### src/rtl/sock_led_pkg.sv
package sock_led_pkg;

  // Device power states; only the intermediate two cut the indicator off.
  typedef enum logic [1:0] {
    PWR_D0 = 2'd0,
    PWR_D1 = 2'd1,
    PWR_D2 = 2'd2,
    PWR_D3 = 2'd3
  } pwr_state_e;

  // Source selection for activity qualification.
  typedef enum logic {
    CARD_16BIT = 1'b0,
    CARD_BUS   = 1'b1
  } card_kind_e;

endpackage

### src/rtl/sock_led_sync.sv
module sock_led_sync #(
  parameter int unsigned STAGES  = 2,
  parameter logic        IDLE_LV = 1'b1
) (
  input  logic clk,
  input  logic rst_n,
  input  logic d_async,
  output logic d_sync
);

  logic [STAGES-1:0] chain_q;
  logic [STAGES-1:0] chain_d;

  always_comb begin
    chain_d = {chain_q[STAGES-2:0], d_async};
  end

  always_ff @(posedge clk or negedge rst_n) begin
    if (!rst_n) begin
      chain_q <= {STAGES{IDLE_LV}};
    end else begin
      chain_q <= chain_d;
    end
  end

  assign d_sync = chain_q[STAGES-1];

endmodule

### src/rtl/sock_led_qual.sv
module sock_led_qual
  import sock_led_pkg::*;
(
  input  logic       card_present,
  input  logic       card_powered,
  input  logic       card_in_reset,
  input  logic       card_is_bus,
  input  logic       rdy_sync_n,
  input  logic       cb_frame_n,
  input  logic       cb_irdy_n,
  input  logic       cb_req_n,
  input  logic       suspend,
  input  logic       clk_stop_req,
  input  logic [1:0] pwr_state,
  output logic       act_ev,
  output logic       hold
);

  pwr_state_e pwr;
  card_kind_e kind;
  logic       cut_off;
  logic       card_ok;
  logic       src_act;

  always_comb begin
    pwr     = pwr_state_e'(pwr_state);
    kind    = card_kind_e'(card_is_bus);
    cut_off = suspend | clk_stop_req | (pwr == PWR_D1) | (pwr == PWR_D2);
    card_ok = card_present & card_powered & ~card_in_reset;

    unique case (kind)
      CARD_BUS:   src_act = ~cb_frame_n | ~cb_irdy_n | ~cb_req_n;
      CARD_16BIT: src_act = ~rdy_sync_n;
      default:    src_act = 1'b0;
    endcase

    hold   = cut_off | ~card_ok;
    act_ev = src_act & ~hold;
  end

endmodule

### src/rtl/sock_led_timer.sv
module sock_led_timer #(
  parameter int unsigned PULSE_CYCLES = 10,
  localparam int unsigned CW = $clog2(PULSE_CYCLES + 1)
) (
  input  logic          clk,
  input  logic          rst_n,
  input  logic          act_ev,
  input  logic          hold,
  output logic          run,
  output logic [CW-1:0] cnt
);

  localparam logic [CW-1:0] LOAD_VAL = CW'(PULSE_CYCLES);

  logic [CW-1:0] cnt_q;
  logic [CW-1:0] cnt_d;
  logic          cnt_en;

  assign run = (cnt_q != '0);
  assign cnt = cnt_q;

  always_comb begin
    cnt_en = hold | act_ev | run;
    cnt_d  = cnt_q;
    if (hold) begin
      cnt_d = '0;
    end else if (act_ev) begin
      cnt_d = LOAD_VAL;
    end else if (run) begin
      cnt_d = cnt_q - 1'b1;
    end
  end

  always_ff @(posedge clk or negedge rst_n) begin
    if (!rst_n) begin
      cnt_q <= '0;
    end else if (cnt_en) begin
      cnt_q <= cnt_d;
    end
  end

endmodule

### src/rtl/sock_led_stretch.sv
module sock_led_stretch #(
  parameter int unsigned PULSE_CYCLES = 6400000,
  parameter int unsigned SYNC_STAGES  = 2,
  localparam int unsigned CW = $clog2(PULSE_CYCLES + 1)
) (
  input  logic       clk,
  input  logic       rst_n,
  input  logic       card_present,
  input  logic       card_powered,
  input  logic       card_in_reset,
  input  logic       card_is_bus,
  input  logic       rdy_irq_n,
  input  logic       cb_frame_n,
  input  logic       cb_irdy_n,
  input  logic       cb_req_n,
  input  logic       suspend,
  input  logic       clk_stop_req,
  input  logic [1:0] pwr_state,
  output logic       led
);

  logic          rdy_sync_n;
  logic          act_ev;
  logic          hold;
  logic          run;
  logic [CW-1:0] cnt_q;

  sock_led_sync #(
    .STAGES (SYNC_STAGES),
    .IDLE_LV(1'b1)
  ) i_rdy_sync (
    .clk    (clk),
    .rst_n  (rst_n),
    .d_async(rdy_irq_n),
    .d_sync (rdy_sync_n)
  );

  sock_led_qual i_qual (
    .card_present (card_present),
    .card_powered (card_powered),
    .card_in_reset(card_in_reset),
    .card_is_bus  (card_is_bus),
    .rdy_sync_n   (rdy_sync_n),
    .cb_frame_n   (cb_frame_n),
    .cb_irdy_n    (cb_irdy_n),
    .cb_req_n     (cb_req_n),
    .suspend      (suspend),
    .clk_stop_req (clk_stop_req),
    .pwr_state    (pwr_state),
    .act_ev       (act_ev),
    .hold         (hold)
  );

  sock_led_timer #(
    .PULSE_CYCLES(PULSE_CYCLES)
  ) i_timer (
    .clk   (clk),
    .rst_n (rst_n),
    .act_ev(act_ev),
    .hold  (hold),
    .run   (run),
    .cnt   (cnt_q)
  );

  // Gate with hold so a cut-off darkens the output within the same cycle.
  assign led = run & ~hold;

endmodule

### config.mk
export PLATFORM = sky130hd
export DESIGN_NAME = sock_led_stretch
export DESIGN_NICKNAME = d
export VERILOG_FILES = /design/src/rtl/sock_led_pkg.sv /design/src/rtl/sock_led_sync.sv /design/src/rtl/sock_led_qual.sv /design/src/rtl/sock_led_timer.sv /design/src/rtl/sock_led_stretch.sv
export SDC_FILE = /design/constraint.sdc
export NUM_CORES = 1
export LEC_CHECK = 0
export ABC_AREA = 1
export BUFFER_PORTS_ARGS = -buffer_cell sky130_fd_sc_hd__buf_4
export CORE_MARGIN = 2
export CORE_UTILIZATION = 47
export CTS_BUF_LIST = sky130_fd_sc_hd__clkbuf_16
export CTS_CLUSTER_SIZE = 40
export DETAILED_ROUTE_END_ITERATION = 6
export GPL_ROUTABILITY_DRIVEN = 0
export PLACE_DENSITY = 0.79
export SYNTH_ARGS = -nofsm -noshare
export SYNTH_HDL_FRONTEND = slang
export SYNTH_SLANG_ARGS = --single-unit
### constraint.sdc
create_clock -name clk -period 1.6 [get_ports clk]
set_input_delay 0 -clock clk [delete_from_list [all_inputs] [get_ports clk]]
set_output_delay 0 -clock clk [all_outputs]
set_load 0.02 [all_outputs]
Yosys cells after proc, flatten, opt, wreduce, memory -nomap -nowiden:

Cells that the tools add are included.

* register bits: 25
* latch bits: 0
* bits in writable memories: 0
* memory bits (read-only): 0
* input bits: 14
* word-level logic and storage cells: 32
* memories: 0

* add/subtract/negate cells: 1
* multiply operators: 0
* divide/modulo/power cells: 0
* magnitude comparators: 0
* equality and inequality tests: 2
* shifts and indexed selects: 0
* mux-type cells: 4
* bitwise operators: 20
* reductions and logical operators: 3

Operators with widths (count)
* 23-bit two-way mux: 3
* 23-bit nonzero test: 1
* 23-bit by 1-bit subtractor with 23-bit output (second input constant): 1
* 1-bit inverter: 8
* 1-bit OR: 8
* 1-bit AND: 4
* 3-bit nonzero test: 1
* 2-bit by 1-bit equality test with 1-bit output (second input constant): 1
* 2-bit equality test (second input constant): 1
* 1-bit one-hot mux with 2 select lines: 1
* 2-bit AND reduction: 1

Depth between registers and ports, before layout:

* depth after elaboration: 9
* depth in mapped cells: 10
* depth with buffers taken out: 10

Hierarchy:

Synthesis repeated with hierarchy kept, for this count alone.

* cells, all modules: 253
* area, all modules: 1687.9 µm²

By module, submodules not included
* sock_led_timer: times used 1, cells each 235, area each 1559.0 µm², sequential area each 575.6 µm²
* sock_led_qual: times used 1, cells each 14, area each 66.3 µm², sequential area each 0.0 µm²
* sock_led_sync: times used 1, cells each 2, area each 52.6 µm², sequential area each 52.6 µm²
* sock_led_stretch: times used 1, cells each 2, area each 10.0 µm², sequential area each 0.0 µm²

Worst setup path after synthesis:

OpenSTA, ideal clock, no wires.

* kind: register -> register
* from: reg i_timer.cnt_q[0] (netlist: i_timer.cnt[0])
* to: reg i_timer.cnt_q[16] (netlist: i_timer.cnt[16])
* arrival time: 1389 ps
* required time: 1482 ps
* slack: 93 ps
* cell stages (with the launch flop): 10
* path buffers: 0
* clock period less this slack: 1507 ps
* cell sequence: dfrtp_1 -> inv_1 -> ha_1 -> nand3_2 -> nor2_4 -> nand3_4 -> nand2_1 -> inv_2 -> a21boi_1 -> inv_1

* word-level cells in the longest chain between the ends: 4
* elaborated cells between the ends (all ways): 8
* classes of those cells: 1 x add/sub; 3 x mux; 1 x bitwise; 3 x reduce/logical

RTL lines
* start, declared: RTL line sock_led_timer.sv:15 `logic [CW-1:0] cnt_q;`
* start signal, assigned: RTL line sock_led_timer.sv:38 `cnt_q <= cnt_d;`
* 23-bit by 1-bit subtractor with 23-bit output: RTL line sock_led_timer.sv:30 `cnt_d = cnt_q - 1'b1;`
* 23-bit two-way mux: RTL line sock_led_timer.sv:29 `end else if (run) begin`
* 23-bit two-way mux: RTL line sock_led_timer.sv:27 `end else if (act_ev) begin`
* 23-bit two-way mux: RTL line sock_led_timer.sv:25 `if (hold) begin`

Parallel ways exist; a longest one is shown, timed or not. The select of a mux whose other input is x is not followed.
A chain may end at the register's enable or synchronous reset.

Worst setup path after layout:

* from: reg i_timer.cnt_q[16] (netlist: i_timer.cnt[16])
* to: out led

* word-level cells in the longest chain between the ends: 2

RTL lines
* 23-bit nonzero test: RTL line sock_led_timer.sv:19 `assign run = (cnt_q != '0);`
* 1-bit AND: RTL line sock_led_stretch.sv:66 `assign led = run & ~hold;`
* end, declared: RTL line sock_led_stretch.sv:19 `output logic led`

Every way passes these cells.

==> impl_metrics.yaml <==
outcome:
  status: "finished, final reports clean"
setup_path:
  crit_type: "flop to output pin"
  cp_top_family: "simple AND/OR/NAND/NOR gates"
  path_buf_inv: 2
  reg2reg_setup_slack_ps: 120
  cp_max_fo: 6
  cp-end-kind: "output pin"
  critPathRequiredTime_ps: 1600
  rr_worst_depth: 10
  cp.arrival_ps: 1520
  startpoint_type: "flop"
  slowest_stage: "dfrtp_1"
  r2r-end: "i_timer.cnt[16]"
  critPathMaxStageDelay_ps: 410
  cp_cell_sequence: "nor2_2, nand2_1, nor2_4, nand3_4, nand2_2, inv_2, buf_6"
  worstReg2RegStart: "i_timer.cnt[1]"
route:
  routed-via-count: 1515
  first_pass_iters: 4
  routedWlPerCell_um: 11.91
  viasPerCell: 5.033
  remaining_drc_errors: 0
  drt_iter0_markers: 47
  totalWireLength_um: 3586
  antenna_left: 0
synthesis:
  synthDistinctLibCells: 27
  yosys_warnings: 0
  syn_area_um2: 1619
  yosys-top-cells-area: "dfrtp_1 (36%), nand2_1 (13%), nor2_1 (8.8%), inv_1 (6.7%), nor2_4 (4.9%)"
  synth_seq_cells: 25
  synth.largest_area_cell: "dfrtp_1"
  syn-instance-count: 226
  synth_nets: 241
  seq_area_frac_synth_pct: 38.79
  avgSynthCellArea_um2: 7.164
  synth_top_area_share_pct: 35.55
power:
  switching_power_mw: 0.3297
  ir_drop_mv: 0.5029
  leakage_nw: 1.076
  power_density_nw_per_um2: 696.5
  comb_power_share_pct: 13.2
  power.total_mw: 1.385
  internal_power_mw: 1.055
  p_seq_share_pct: 46.5
  clock_power_share_pct: 40.3
  swShare_pct: 23.81
layout:
  final_layout_size_suffix_gt1_share_pct: 25.88
  fin_nets: 271
  stdcell_area_um2: 1988
  seq_area_um2: 628.1
  final_cell_mix: "nand2_1 (52), nor2_1 (36), inv_1 (27)"
  multi_input_area_um2: 887.1
  nFillCells: 315
  syn2layout_area_growth_pct: 22.80
  n_antenna_cell: 0
  final_common_cell: "nand2_1"
floorplanning:
  die_area_um2: 3930
  initial_core_util_pct: 48.90
  ios: 15
  die_width_um: 62.69
  die_h_um: 62.69
  fp-row-count: 21
  core_um2: 3311
global_routing:
  grt_pass1_wl_um: 6258
  antenna_found_initial: 0
  grt_pass1_vias: 1508
  grt-ovfl-total: 0
  track_usage_pct: 19.77
  grt_max_degree: 26
placed_design:
  detailed_place.area_um2: 1812
  dp_hpwl_um: 2578
  portBuffers: 14
clocking:
  clock_latency_ps: 260
  htree_num_levels: 1
  cts.path.max_buffers: 2
  clk_pin_slew_worst_paths_ps: 60
  cts_sinks: 25
  numCtsBuffers: 3
  root_buffer: "clkbuf_16"
  cts_tree: "done"
timing:
  skew_ps: 2.612
  period_minus_slack_ps: 1517
  timing.fmax_mhz: 659.3
  fin_crit_sh_pct: 94.80
  final-setup-viol-count: 0
  slew_viol_final: 0
  tightest_slew_ps: 313.1
  timing.final.hold_violations: 0
  rsz0062_at_grt: "yes"
  relSlewSlack_pct: 79.13
hold_path:
  min_from: "suspend"
  hold_class: "input pin to flop"
  holdPathStages: 4
  min_to: "i_timer.cnt[14]"
run:
  max_cap_violations: 0
-- per-stage QoR --
stage | utilization (%) | setup slack [ps] | hold slack [ps] | setup TNS, ps | instances
final | 60.05 | 83.21 | 50.49 | 0 | 301
after CTS | 58.50 | 5.030 | 51.00 | 0 | 299
after global routing | 60.05 | -49.06 | 92.58 | -110.5 | 301
after global placement | 54.72 | 28.50 | -79.05 | 0 | 291
after detailed placement | 54.72 | -34.01 | -78.24 | -43.88 | 291
after floorplan | - | 93.29 | -295.6 | 0 | 226
-- kinds of logic (layout without fill, tap and decap cells) --
family / after synthesis / count (layout) / share of synthesized area [%]
AOI/OAI and AO/OA: 19 / 19 / 6.182
xor gates and xnor gates: 4 / 4 / 2.164
adders and majority gates: 1 / 1 / 0.7727
buffers and inverters: 35 / 64 / 9.041
DFF: 25 / 25 / 38.79
and+or+nand+nor: 142 / 142 / 43.04
-- timing repair --
item / in CTS / in global routing
hold endpoints to repair: 26 / 0
pin swaps: 2 / 5
gates cloned: 0 / 0
endpoints found under the setup margin: 8 / 15
buffers inserted: 2 / 2
hold buffers: 2 / 0
gates resized for setup: 2 / 11
-- flip-flops by register name, summed over array words and instances (netlist names) --
name / cells
i_rdy_sync.chain_q: 2
i_timer.cnt: 23
-- synthesized netlist by cell type --
cell type / number
nand2_4: 1
dfrtp_1: 23
nand2_1: 55
nand4_2: 1
a21boi_1: 1
buf_6: 2
nor2_2: 5
nand3_2: 1
nor2_4: 7
a31oi_1: 2
nor3_2: 1
inv_2: 4
nor3_1: 6
or2_2: 1
xor2_1: 4
ha_1: 1
nand4_1: 4
nand3_4: 1
inv_1: 29
nand3_1: 15
a21oi_1: 8
nand2_2: 4
o21ai_0: 5
nor3b_1: 2
o21ai_1: 3
nor2_1: 38
dfstp_2: 2
-- cell type report --
class	instances	area share, %
clock buffer	3	3.776
clock inverter	1	0.2517
inverter	33	6.230
multi-input combinational	166	44.62
sequential	25	31.59
tap	46	2.895
timing repair buffer	27	10.64
-- how the worst max path moves through the flow --
stage,from,cells past startpoint,endpoint,slack (ps)
2_1_floorplan,i_timer.cnt[0],9,i_timer.cnt[16],90
4_1_cts,i_timer.cnt[0],8,led,5
3_5_place_dp,i_timer.cnt[0],9,i_timer.cnt[16],-30
5_1_grt,i_timer.cnt[12],7,i_timer.cnt[13],-50
6_report,i_timer.cnt[16],7,led,80
3_3_place_gp,i_timer.cnt[0],9,i_timer.cnt[16],30
-- per-layer routing --
metal | GRT usage, % | vias up | part of all wire, %
met5 | 0 | - | 0
met2 | 32.80 | 29 | 50
met4 | 11.11 | 0 | 2.9
met3 | 3.063 | 10 | 3.4
met1 | 24.54 | 707 | 43
li1 | - | 769 | -
-- tightest hold or removal path: cells and delay by family --
| kind | cells | cell delay [ps] |
|---|---|---|
| buffers and inverters | 1 | 80 |
| AND/OR/NAND/NOR | 3 | 190 |
-- power groups by stage --
stage                     combinational [mW]  sequential, mW  clock [mW]
after detailed placement               0.158           0.655           0
after floorplan                        0.106           0.655           0
after global placement                 0.156           0.655           0
final                                  0.183           0.644       0.559
after global routing                   0.206           0.644       0.591
after CTS                              0.173           0.644       0.561
Power figures use the tool's default switching activity.
